## config.mk

```make
export PLATFORM = sky130hd
export DESIGN_NAME = serclk_gen
export DESIGN_NICKNAME = d
export VERILOG_FILES = /design/src/rtl/serclk_pkg.sv /design/src/rtl/serclk_sync.sv /design/src/rtl/serclk_core.sv /design/src/rtl/serclk_pad_mux.sv /design/src/rtl/serclk_gen.sv
export SDC_FILE = /design/constraint.sdc
export NUM_CORES = 1
export LEC_CHECK = 0
export BUFFER_PORTS_ARGS = -buffer_cell sky130_fd_sc_hd__buf_2
export CAP_MARGIN = 10
export CELL_PAD_IN_SITES_DETAIL_PLACEMENT = 1
export CELL_PAD_IN_SITES_GLOBAL_PLACEMENT = 2
export CORE_MARGIN = 5
export CORE_UTILIZATION = 28
export CTS_BUF_LIST = sky130_fd_sc_hd__clkbuf_16
export CTS_CLUSTER_DIAMETER = 80
export DETAILED_ROUTE_END_ITERATION = 10
export PLACE_DENSITY = 0.75
export SETUP_SLACK_MARGIN = 0.4
export SYNTH_ARGS = -nofsm -noshare
export SYNTH_HDL_FRONTEND = slang
export SYNTH_SLANG_ARGS = --single-unit
```

## constraint.sdc

```tcl
create_clock -name clk -period 1.9 [get_ports clk]
set_input_delay 0.285 -clock clk [delete_from_list [all_inputs] [get_ports clk]]
set_output_delay 0.285 -clock clk [all_outputs]
set_load 0.1 [all_outputs]
```

## src/rtl/serclk_pkg.sv

```systemverilog
// Package: shared types for the serial clock generator.
// Assumes: nothing beyond IEEE 1800-2017.
package serclk_pkg;

    // Level of the internally generated divided clock
    typedef enum logic {
        PH_LOW  = 1'b0,
        PH_HIGH = 1'b1
    } phase_e;

endpackage

```

## src/rtl/serclk_sync.sv

```systemverilog
// Module: serclk_sync
// Brings an asynchronous level into the clk domain through a chain of
// STAGES flops. Assumes STAGES >= 2 and an input that stays steady for
// longer than one clk period.
module serclk_sync #(
    parameter int STAGES = 2
) (
    input  logic clk,
    input  logic rst_n,
    input  logic d_async,
    output logic q_sync
);

    logic [STAGES-1:0] chain_q;

    // Shift the sampled level through the chain; clears on reset
    always_ff @(posedge clk) begin
        if (!rst_n) begin
            chain_q <= '0;
        end else begin
            chain_q <= {chain_q[STAGES-2:0], d_async};
        end
    end

    assign q_sync = chain_q[STAGES-1];

endmodule

```

## src/rtl/serclk_core.sv

```systemverilog
// Module: serclk_core
// Down-counter divider. It toggles its output every DIV+1 cycles. While
// want_run is low it parks after a full low phase and resumes from the
// parked state on the next edge where want_run is high. A divider change
// reloads the counter at once.
// Assumes: run_en low forces the output low and keeps the divider tracked.
module serclk_core
    import serclk_pkg::*;
#(
    parameter int DIV_W = 3
) (
    input  logic             clk,
    input  logic             rst_n,
    input  logic [DIV_W-1:0] div_sel,
    input  logic             run_en,
    input  logic             want_run,
    output logic             clk_int
);

    phase_e           phase_q;
    logic [DIV_W-1:0] cnt_q;
    logic [DIV_W-1:0] div_q;

    // Phase counter, divider tracking and start/stop at low boundary
    always_ff @(posedge clk) begin
        if (!rst_n) begin
            phase_q <= PH_LOW;
            cnt_q   <= '0;
            div_q   <= '0;
        end else if (!run_en) begin
            phase_q <= PH_LOW;
            cnt_q   <= '0;
            div_q   <= div_sel;
        end else if (div_sel != div_q) begin
            div_q   <= div_sel;
            cnt_q   <= div_sel;
        end else if (cnt_q != '0) begin
            cnt_q   <= cnt_q - 1'b1;
        end else if (phase_q == PH_HIGH) begin
            phase_q <= PH_LOW;
            cnt_q   <= div_q;
        end else if (want_run) begin
            phase_q <= PH_HIGH;
            cnt_q   <= div_q;
        end
    end

    assign clk_int = (phase_q == PH_HIGH);

endmodule

```

## src/rtl/serclk_pad_mux.sv

```systemverilog
// Module: serclk_pad_mux
// Picks the link clock source and drives the pad output-enable.
// Assumes: the switch of drive_en happens while both clocks are low.
module serclk_pad_mux (
    input  logic drive_en,
    input  logic clk_int,
    input  logic ext_clk,
    output logic link_clk,
    output logic clk_oe
);

    // Source selection for the link clock
    always_comb begin
        link_clk = drive_en ? clk_int : ext_clk;
        clk_oe   = drive_en;
    end

endmodule

```

## src/rtl/serclk_gen.sv

```systemverilog
// Module: serclk_gen (top)
// Serial link clock generator. It divides clk when driving, passes ext_clk
// otherwise, and parks the driven clock low while power saving is on and
// no traffic is pending.
// Assumes: traffic_req is asynchronous; div_sel, drive_en and pm_en are
// synchronous to clk.
module serclk_gen #(
    parameter int DIV_W       = 3,
    parameter int SYNC_STAGES = 2
) (
    input  logic             clk,
    input  logic             rst_n,
    input  logic [DIV_W-1:0] div_sel,
    input  logic             drive_en,
    input  logic             pm_en,
    input  logic             traffic_req,
    input  logic             ext_clk,
    output logic             link_clk,
    output logic             clk_oe
);

    logic traffic_s;
    logic want_run;
    logic clk_int;

    serclk_sync #(.STAGES(SYNC_STAGES)) u_sync (
        .clk     (clk),
        .rst_n   (rst_n),
        .d_async (traffic_req),
        .q_sync  (traffic_s)
    );

    // Run request: always when power saving is off, else only with traffic
    always_comb begin
        want_run = !pm_en || traffic_s;
    end

    serclk_core #(.DIV_W(DIV_W)) u_core (
        .clk      (clk),
        .rst_n    (rst_n),
        .div_sel  (div_sel),
        .run_en   (drive_en),
        .want_run (want_run),
        .clk_int  (clk_int)
    );

    serclk_pad_mux u_mux (
        .drive_en (drive_en),
        .clk_int  (clk_int),
        .ext_clk  (ext_clk),
        .link_clk (link_clk),
        .clk_oe   (clk_oe)
    );

endmodule

```

# Yosys cells after proc, flatten, opt, wreduce, memory -nomap -nowiden
# Index checks and enable logic that the tools add are counted.
# W data, S select, Z words.
op_classes:
  bitwise: 2
  n_reduce_logical: 6
  muxes: 9
  addsub: 1
  eq_ne: 2
op_table:
  columns: ["cell", "count"]
  rows:
  - ["$mux W3", 6]
  - ["$reduce_and A2 Y1", 2]
  - ["$reduce_bool A4 Y1", 1]
  - ["$mux W1", 3]
  - ["$ne A3 B3 Y1", 1]
  - ["$reduce_bool A3 Y1", 1]
  - ["$sub A3 B1 Y3 const B", 1]
  - ["$ne A2 B1 Y1 const B", 1]
  - ["$not A1 Y1", 2]
  - ["$logic_not A1 Y1", 1]
  - ["$logic_or A1 B1 Y1", 1]
totals:
  ff_bits: 9
  word_cells: 24
  inputBits: 9
  out_inout_bits: 2

# Depth between registers and ports, before layout
# Gate-level depths: netlist of the first run.
logic_depth:
  depth_word: 6
  mapped_depth: 6
  mapped_depth_nobuf: 6

# Modules after synthesis
# A second synthesis of the first run with hierarchy kept.
hier_totals:
  cells_unflattened: 49
  area_unflattened_um2: 474.2
by_module_without_submodules:
  columns: ["module", "instances", "cells_each", "seq_area_each_um2", "area_per_inst_um2"]
  rows:
  - ["serclk_core", 1, 42, 140.1, 392.9]
  - ["serclk_sync", 1, 4, 40.0, 52.6]
  - ["serclk_pad_mux", 1, 2, 0.0, 22.5]
  - ["serclk_gen", 1, 1, 0.0, 6.3]

# Least setup slack after synthesis of the first run
# OpenSTA, ideal clock, no wires.
synth_timing:
  path_kind: "flip-flop to flip-flop"
  startpoint: "register u_core.cnt_q[0]"
  endpoint: "register u_core.cnt_q[0]"
  arrival_time_ns: 1.501
  setup_slack_ns: 0.308
  period_less_slack_ns: 1.592
  setup_time_ns: 0.091
  stages_incl_launch_ff: 7
  t_required_ns: 1.809
  path_cell_list: "dfxtp_1 > inv_1 > ha_1 > nand2b_1 > or4_4 > or2_1 > a311oi_1"
synth_via:
  elab_chain_len: 3
  elab_cells_between_ends: 5
  classes_between: "add/sub (1); mux (2); reduce/logical (2)"
synth_lines:
  columns: ["item", "line", "text"]
  rows:
  - ["from (decl)", "serclk_core.sv:21", "logic [DIV_W-1:0] cnt_q;"]
  - ["from (signal assigned)", "serclk_core.sv:36", "cnt_q <= div_sel;"]
  - ["from (signal assigned)", "serclk_core.sv:38", "cnt_q <= cnt_q - 1'b1;"]
  - ["from (signal assigned)", "serclk_core.sv:41", "cnt_q <= div_q;"]
  - ["$sub A3 B1 Y3 / $reduce_bool A3 Y1 (equally long branches)", "serclk_core.sv:38, serclk_core.sv:37", null]
  - ["$mux W3", "serclk_core.sv:37", "end else if (cnt_q != '0) begin"]
  - ["$mux W3", "serclk_core.sv:34", "end else if (div_sel != div_q) begin"]
# Several ways; a longest one is shown, not always the timed one.
# A chain may end at the register's enable or synchronous reset.

# Final worst setup path of the first run
layout_timing:
  startpoint: "register u_core.div_q[2]"
  endpoint: "register u_core.cnt_q[0]"
layout_via:
  elab_chain_len: 2
  elab_cells_between_ends: 3
  classes_between: "eq/ne (1); mux (1); reduce/logical (1)"
layout_lines:
  columns: ["item", "line", "text"]
  rows:
  - ["from (decl)", "serclk_core.sv:22", "logic [DIV_W-1:0] div_q;"]
  - ["from (signal assigned)", "serclk_core.sv:33", "div_q <= div_sel;"]
  - ["from (signal assigned)", "serclk_core.sv:35", "div_q <= div_sel;"]
  - ["$ne A3 B3 Y1 (*)", "serclk_core.sv:34", null]
  - ["$reduce_bool A4 Y1 (no source line) / $mux W3 (equally long branches)", null, null]
# Every way passes the cells marked *; elsewhere a longest branch is shown, timed or not.

==> results of run 1 <==
## registers in the layout, indices dropped and copies added, names as in the netlist
| register | count |
|---|---|
| u_core.clk_int | 1 |
| u_core.cnt_q | 3 |
| u_core.div_q | 3 |
| u_sync.chain_q | 2 |
## per-stage QoR
stage	worst slack, ns	cells
2_1_floorplan	0.390	49
3_3_place_gp	0.249	75
3_5_place_dp	0.228	75
4_1_cts	0.306	86
5_1_grt	0.248	89
6_report	0.323	89
## routing by layer
layer	GRT usage, %	share of wire, %
met5	0	0
met4	3.93	0.76
met3	4.73	2.3
met2	18.0	57
met1	9.95	40
## layout make-up
class,count,area [um2],area share [%]
sequential,9,185,25.5
inverter,3,11.3,1.55
clock buffer,3,75.1,10.3
timing repair buffer,21,133,18.2
clock inverter,1,3.75,0.516
multi-input combinational,36,299,41.1
tap,16,20.0,2.75
## placed cells by master (no fill, tap or decap), drive strengths merged
| cell | count |
|---|---|
| buf | 21 |
| and2 | 5 |
| xor2 | 3 |
| o211ai | 2 |
| ha | 2 |
| clkbuf | 3 |
| or3b | 1 |
| nand3 | 1 |
| dfxtp | 9 |
| a311o | 1 |
| or4 | 1 |
| a311oi | 2 |
| mux2 | 1 |
| nand2 | 4 |
| or2b | 1 |
| or2 | 1 |
| mux2i | 1 |
| nand2b | 3 |
| nor2b | 1 |
| nor3 | 3 |
| nor2 | 1 |
| a21oi | 2 |
| inv | 4 |
## critical path, stage by stage (launching register included)
cell	delay (ns)
dfxtp_2	0.32
xor2_1	0.17
or4_4	0.53
or2_4	0.26
a311oi_2	0.22
## path summary, 6_finish.rpt
kind	slack (ns)	startpoint	end
max	0.32	u_core.div_q[2]	u_core.cnt_q[0]
max reg2reg	0.32	u_core.div_q[2]	u_core.cnt_q[0]
min reg2reg	0.43	u_sync.chain_q[0]	u_sync.chain_q[1]
min	0.26	traffic_req	u_sync.chain_q[0]
## cell usage after synthesis
cell type  count
inv_1          3
nor2_1         1
nor3_1         3
nor2b_1        1
a311o_1        1
or4_4          1
or2b_1         1
and2_1         5
or2_1          1
buf_4          1
nand2_1        4
a21oi_1        2
xor2_1         3
or3b_2         1
o211ai_1       2
nand3_1        1
a311oi_1       2
mux2_2         1
dfxtp_1        9
ha_1           2
mux2i_1        1
nand2b_1       3
## report_power, final
group / leakage (nW) / switching [mW] / total, mW / internal [mW]
sequential: 0.0756 / 0.00630 / 0.207 / 0.200
combinational: 0.206 / 0.0641 / 0.127 / 0.0625
clock: 0.0423 / 0.0937 / 0.369 / 0.275
total: 0.324 / 0.164 / 0.702 / 0.538
## cells by family (layout without fill, tap and decap cells)
group | after synthesis | after routing | synth area share [%]
simple gates | 22 | 22 | 28.5
flops | 9 | 9 | 39.8
compound gates | 7 | 7 | 11.6
buf+inv | 4 | 28 | 4.14
xor+xnor | 3 | 3 | 5.80
fa+ha+maj | 2 | 2 | 5.52
mux | 2 | 2 | 4.70
## what timing repair did
item,in CTS,in global routing
setup endpoints to repair,2,4
endpoints found under the hold margin,0,0
resized for setup,6,3
setup buffers,7,3
pin swaps,1,1
==> results_dict.tcl, run 1 <==
set metrics [dict create \
    start_util_pct 29.7 \
    ff2ff_path_depth 4 \
    h-tree-depth 1 \
    syn_area_per_cell_um2 9.24 \
    status "finished clean" \
    dieArea_um2 2520 \
    wl_per_cell_um 13.3 \
    avgViaCountPerCell 4.79 \
    clock-sinks 9 \
    diodes 0 \
    drive_gt1_share_pct 53.4 \
    row_count 14 \
    area_growth_pct 60.5 \
    post-dp-hpwl_um 797 \
    root_buffer "clkbuf_16" \
    die_w_um 50.2 \
    portBuffers 10 \
    vias 426 \
    syn-cell-area_um2 453 \
    setup_viol 0 \
    drt_iter0_drc 2 \
    ys_seq_elements 9 \
    design_area_um2 727 \
    ys_top_cells_by_area "dfxtp_1 40%, and2_1 6.9%, xor2_1 5.8%" \
    totalPowerFinal_mw 0.702 \
    cap_violations 0 \
    min_path_cells 2 \
    clkLatencyLatePin_ns 0.23 \
    slew-limit-headroom_pct 67.8 \
    finalCriticalPeriod_ns 1.58 \
    cp_max_fo 3 \
    io_pins 11 \
    yosysTopAreaCell "dfxtp_1" \
    drc 0 \
    drt_pre_antenna_iters 2 \
    holdBufCountCts 0 \
    grt_usage_pct 10.1 \
    hold_class "primary input to register" \
    fin_setup_tns_ns 0 \
    ant_nets 0 \
    path_clk_slew_ns 0.04 \
    wirelength_mm 1.19 \
    end_kind "register" \
    startpoint_type "register" \
    die-height_um 50.2 \
    whs_ns 0.258 \
    yosysWarnings 0 \
    grt_pass1_wl_mm 1.93 \
    p_leak_nw 0.324 \
    cp_data_arrival_time_ns 1.72 \
    cellPowerDensity_nw_per_um2 966 \
    criticalPathCategory "register to register" \
    grt_pass1_vias 475 \
    cts.path.max_buffers 2 \
    cts_buffers 3 \
    vdd_drop_max_mv 1.07 \
    post-route-period-util_pct 83.0 \
    dpl_cell_area_um2 543 \
    skew_ns 0.00144 \
    num-nets-final 85 \
    netlist-cell-type-count 22 \
    synth_top_cell_area_share_pct 39.8 \
    final.fill_count 186 \
    fmax_ghz 0.634 \
    antenna_found_initial 0 \
    synth_nets 60 \
    grt_max_degree 7 \
    coreArea_um2 1520 \
    globalRouteOverflowTotal 0 \
    cts_tree "built" \
    worst_pin_slew_ns 0.487 \
    rsz0062_at_grt "yes" \
    slew_violations 0 \
    fin_util_pct 47.7 \
    ys_seq_area_share_pct 39.8 \
    finalHoldViolations 0 \
    crit_required_ns 2.04 \
    postSynthCellCount 49 \
    place_congestion 0.663 \
]
Power figures use the tool's default switching activity.
==> run 2: changes to the inputs <==
CORE_UTILIZATION = 26   (was 28)
PLACE_DENSITY = 0.73   (was 0.75)
clock period = 1.29 ns   (was 1.9 ns; I/O delays follow)
==> run 2 against run 1 <==
The flow now finishes with violations (setup timing). Critical path depth is the same. Sequential power grew 46%. Global-route usage grew 0.59 points. Worst setup slack lost 0.61 ns. Clock skew grew 0.0038 ns. Clock power grew 46%. Hold slack lost 0.087 ns. Combinational power grew 51%. Design area grew 2.9%. Flip-flop and latch count is the same. Total power grew 47%. Non-clock buffer count grew 3. Critical path type unchanged. Largest cell class unchanged. Largest power group unchanged. Highest routed layer unchanged.
==> results_dict.tcl, run 2 (synthesis gave the netlist of run 1 again) <==
set metrics [dict create \
    wirelength_mm 1.20 \
    holdBufCountCts 0 \
    avgViaCountPerCell 4.53 \
    cp_data_arrival_time_ns 1.72 \
    criticalPathCategory "register to register" \
    instances_no_fill 93 \
    grt_use_met2_pct 18.0 \
    wl_per_cell_um 12.9 \
    hold_class "primary input to register" \
    end_kind "register" \
    p_leak_nw 0.342 \
    met3_usage_pct 0.860 \
    portBuffers 10 \
    post-route-period-util_pct 122 \
    vias 421 \
    slew-limit-headroom_pct 75.4 \
    post-dp-hpwl_um 933 \
    cellPowerDensity_nw_per_um2 1380 \
    h-tree-depth 1 \
    area_growth_pct 65.2 \
    grtUsageMet1_pct 12.0 \
    startpoint_type "register" \
    num-nets-final 88 \
    place_congestion 0.747 \
    finalCriticalPeriod_ns 1.57 \
    die-height_um 51.7 \
    crit_required_ns 1.44 \
    finalHoldViolations 0 \
    start_util_pct 26.8 \
    cts_buffers 3 \
    largestRegisters "u_core.cnt_q x3, u_core.div_q x3, u_sync.chain_q x2" \
    ant_nets 0 \
    diodes 0 \
    cts_tree "built" \
    root_buffer "clkbuf_16" \
    dieArea_um2 2680 \
    drt_iter0_drc 1 \
    final.fill_count 203 \
    gr-max-usage-layer "met2" \
    globalRouteOverflowTotal 0 \
    grt_max_degree 7 \
    dpl_cell_area_um2 653 \
    place_inst 88 \
    slew_violations 0 \
    setup_viol 4 \
    grt_pass1_wl_mm 1.98 \
    fmax_ghz 0.636 \
    status "finished, violations left" \
    cp_max_fo 2 \
    clock-sinks 9 \
    clkLatencyLatePin_ns 0.24 \
    violations "setup timing" \
    row_count 15 \
    layout_common_cells "14 x buf_4, 8 x buf_2, 7 x dfxtp_1" \
    reg2reg_slack_ns -0.28 \
    design_area_um2 748 \
    vdd_drop_max_mv 0.833 \
    path_clk_slew_ns 0.04 \
    pre_cts_ws_ns -0.274 \
    cap_violations 0 \
    grt_usage_pct 10.7 \
    rsz0062_at_grt "yes" \
    cts.path.max_buffers 2 \
    layout_commonest_cell "buf_4" \
    whs_ns 0.170 \
    io_pins 11 \
    drt_pre_antenna_iters 4 \
    antenna_found_initial 0 \
    die_w_um 51.7 \
    setup_slack_ns -0.282 \
    fin_util_pct 44.3 \
    skew_ns 0.00521 \
    coreArea_um2 1690 \
    grt_pass1_vias 430 \
    drc 0 \
    drive_gt1_share_pct 47.4 \
    worst_pin_slew_ns 0.366 \
]
==> run 2: metrics by stage <==
stage          setup TNS (ns)  power (mW)
3_3_place_gp           -0.682       0.491
2_1_floorplan          -0.561       0.414
5_1_grt                 -1.13        1.09
4_1_cts                -0.932        1.04
6_report               -0.912        1.03
3_5_place_dp           -0.884       0.497
==> run 2: final cells by class <==
cell class | count | area (um2) | share of cell area [%]
multi-input cells | 36 | 278 | 37.1
clock inverters | 1 | 3.75 | 0.502
clock buffers | 3 | 75.1 | 10.0
well taps | 17 | 21.3 | 2.84
repair buffers | 24 | 176 | 23.6
inverters | 3 | 11.3 | 1.51
flip-flops and latches | 9 | 183 | 24.4
==> run 2: repair_timing <==
item                                    CTS  global route
pin swaps                                 0             0
buffers inserted                          0             1
endpoints found under the setup margin    6             5
gates resized for setup                   4             0
==> run 2: worst max-delay path: stages (launching register included) <==
cell,delay [ns]
dfxtp_2,0.32
xor2_1,0.17
or4_4,0.55
or2_1,0.24
a311oi_1,0.20
==> run 2: path summary, 6_finish.rpt <==
path                       end  depth (start not counted)              start
max            u_core.cnt_q[1]                          4    u_core.div_q[1]
min          u_sync.chain_q[0]                          2        traffic_req
min reg2reg  u_sync.chain_q[1]                          1  u_sync.chain_q[0]
max reg2reg    u_core.cnt_q[1]                          4    u_core.div_q[1]
==> run 2: per-layer routing <==
metal  vias up  wire (um)  part of all wire, %
li1        225          -                    -
met1       188        477                   40
met2         6        674                   56
met3         2         23                  1.9
met4         0         22                  1.8
met5         -          0                    0
==> run 2: where the power goes <==
group | leakage (nW) | switching, mW | internal [mW]
Clock | 0.0423 | 0.132 | 0.405
Sequential | 0.0750 | 0.00820 | 0.294
Combinational | 0.225 | 0.0940 | 0.0977
Total | 0.342 | 0.234 | 0.797
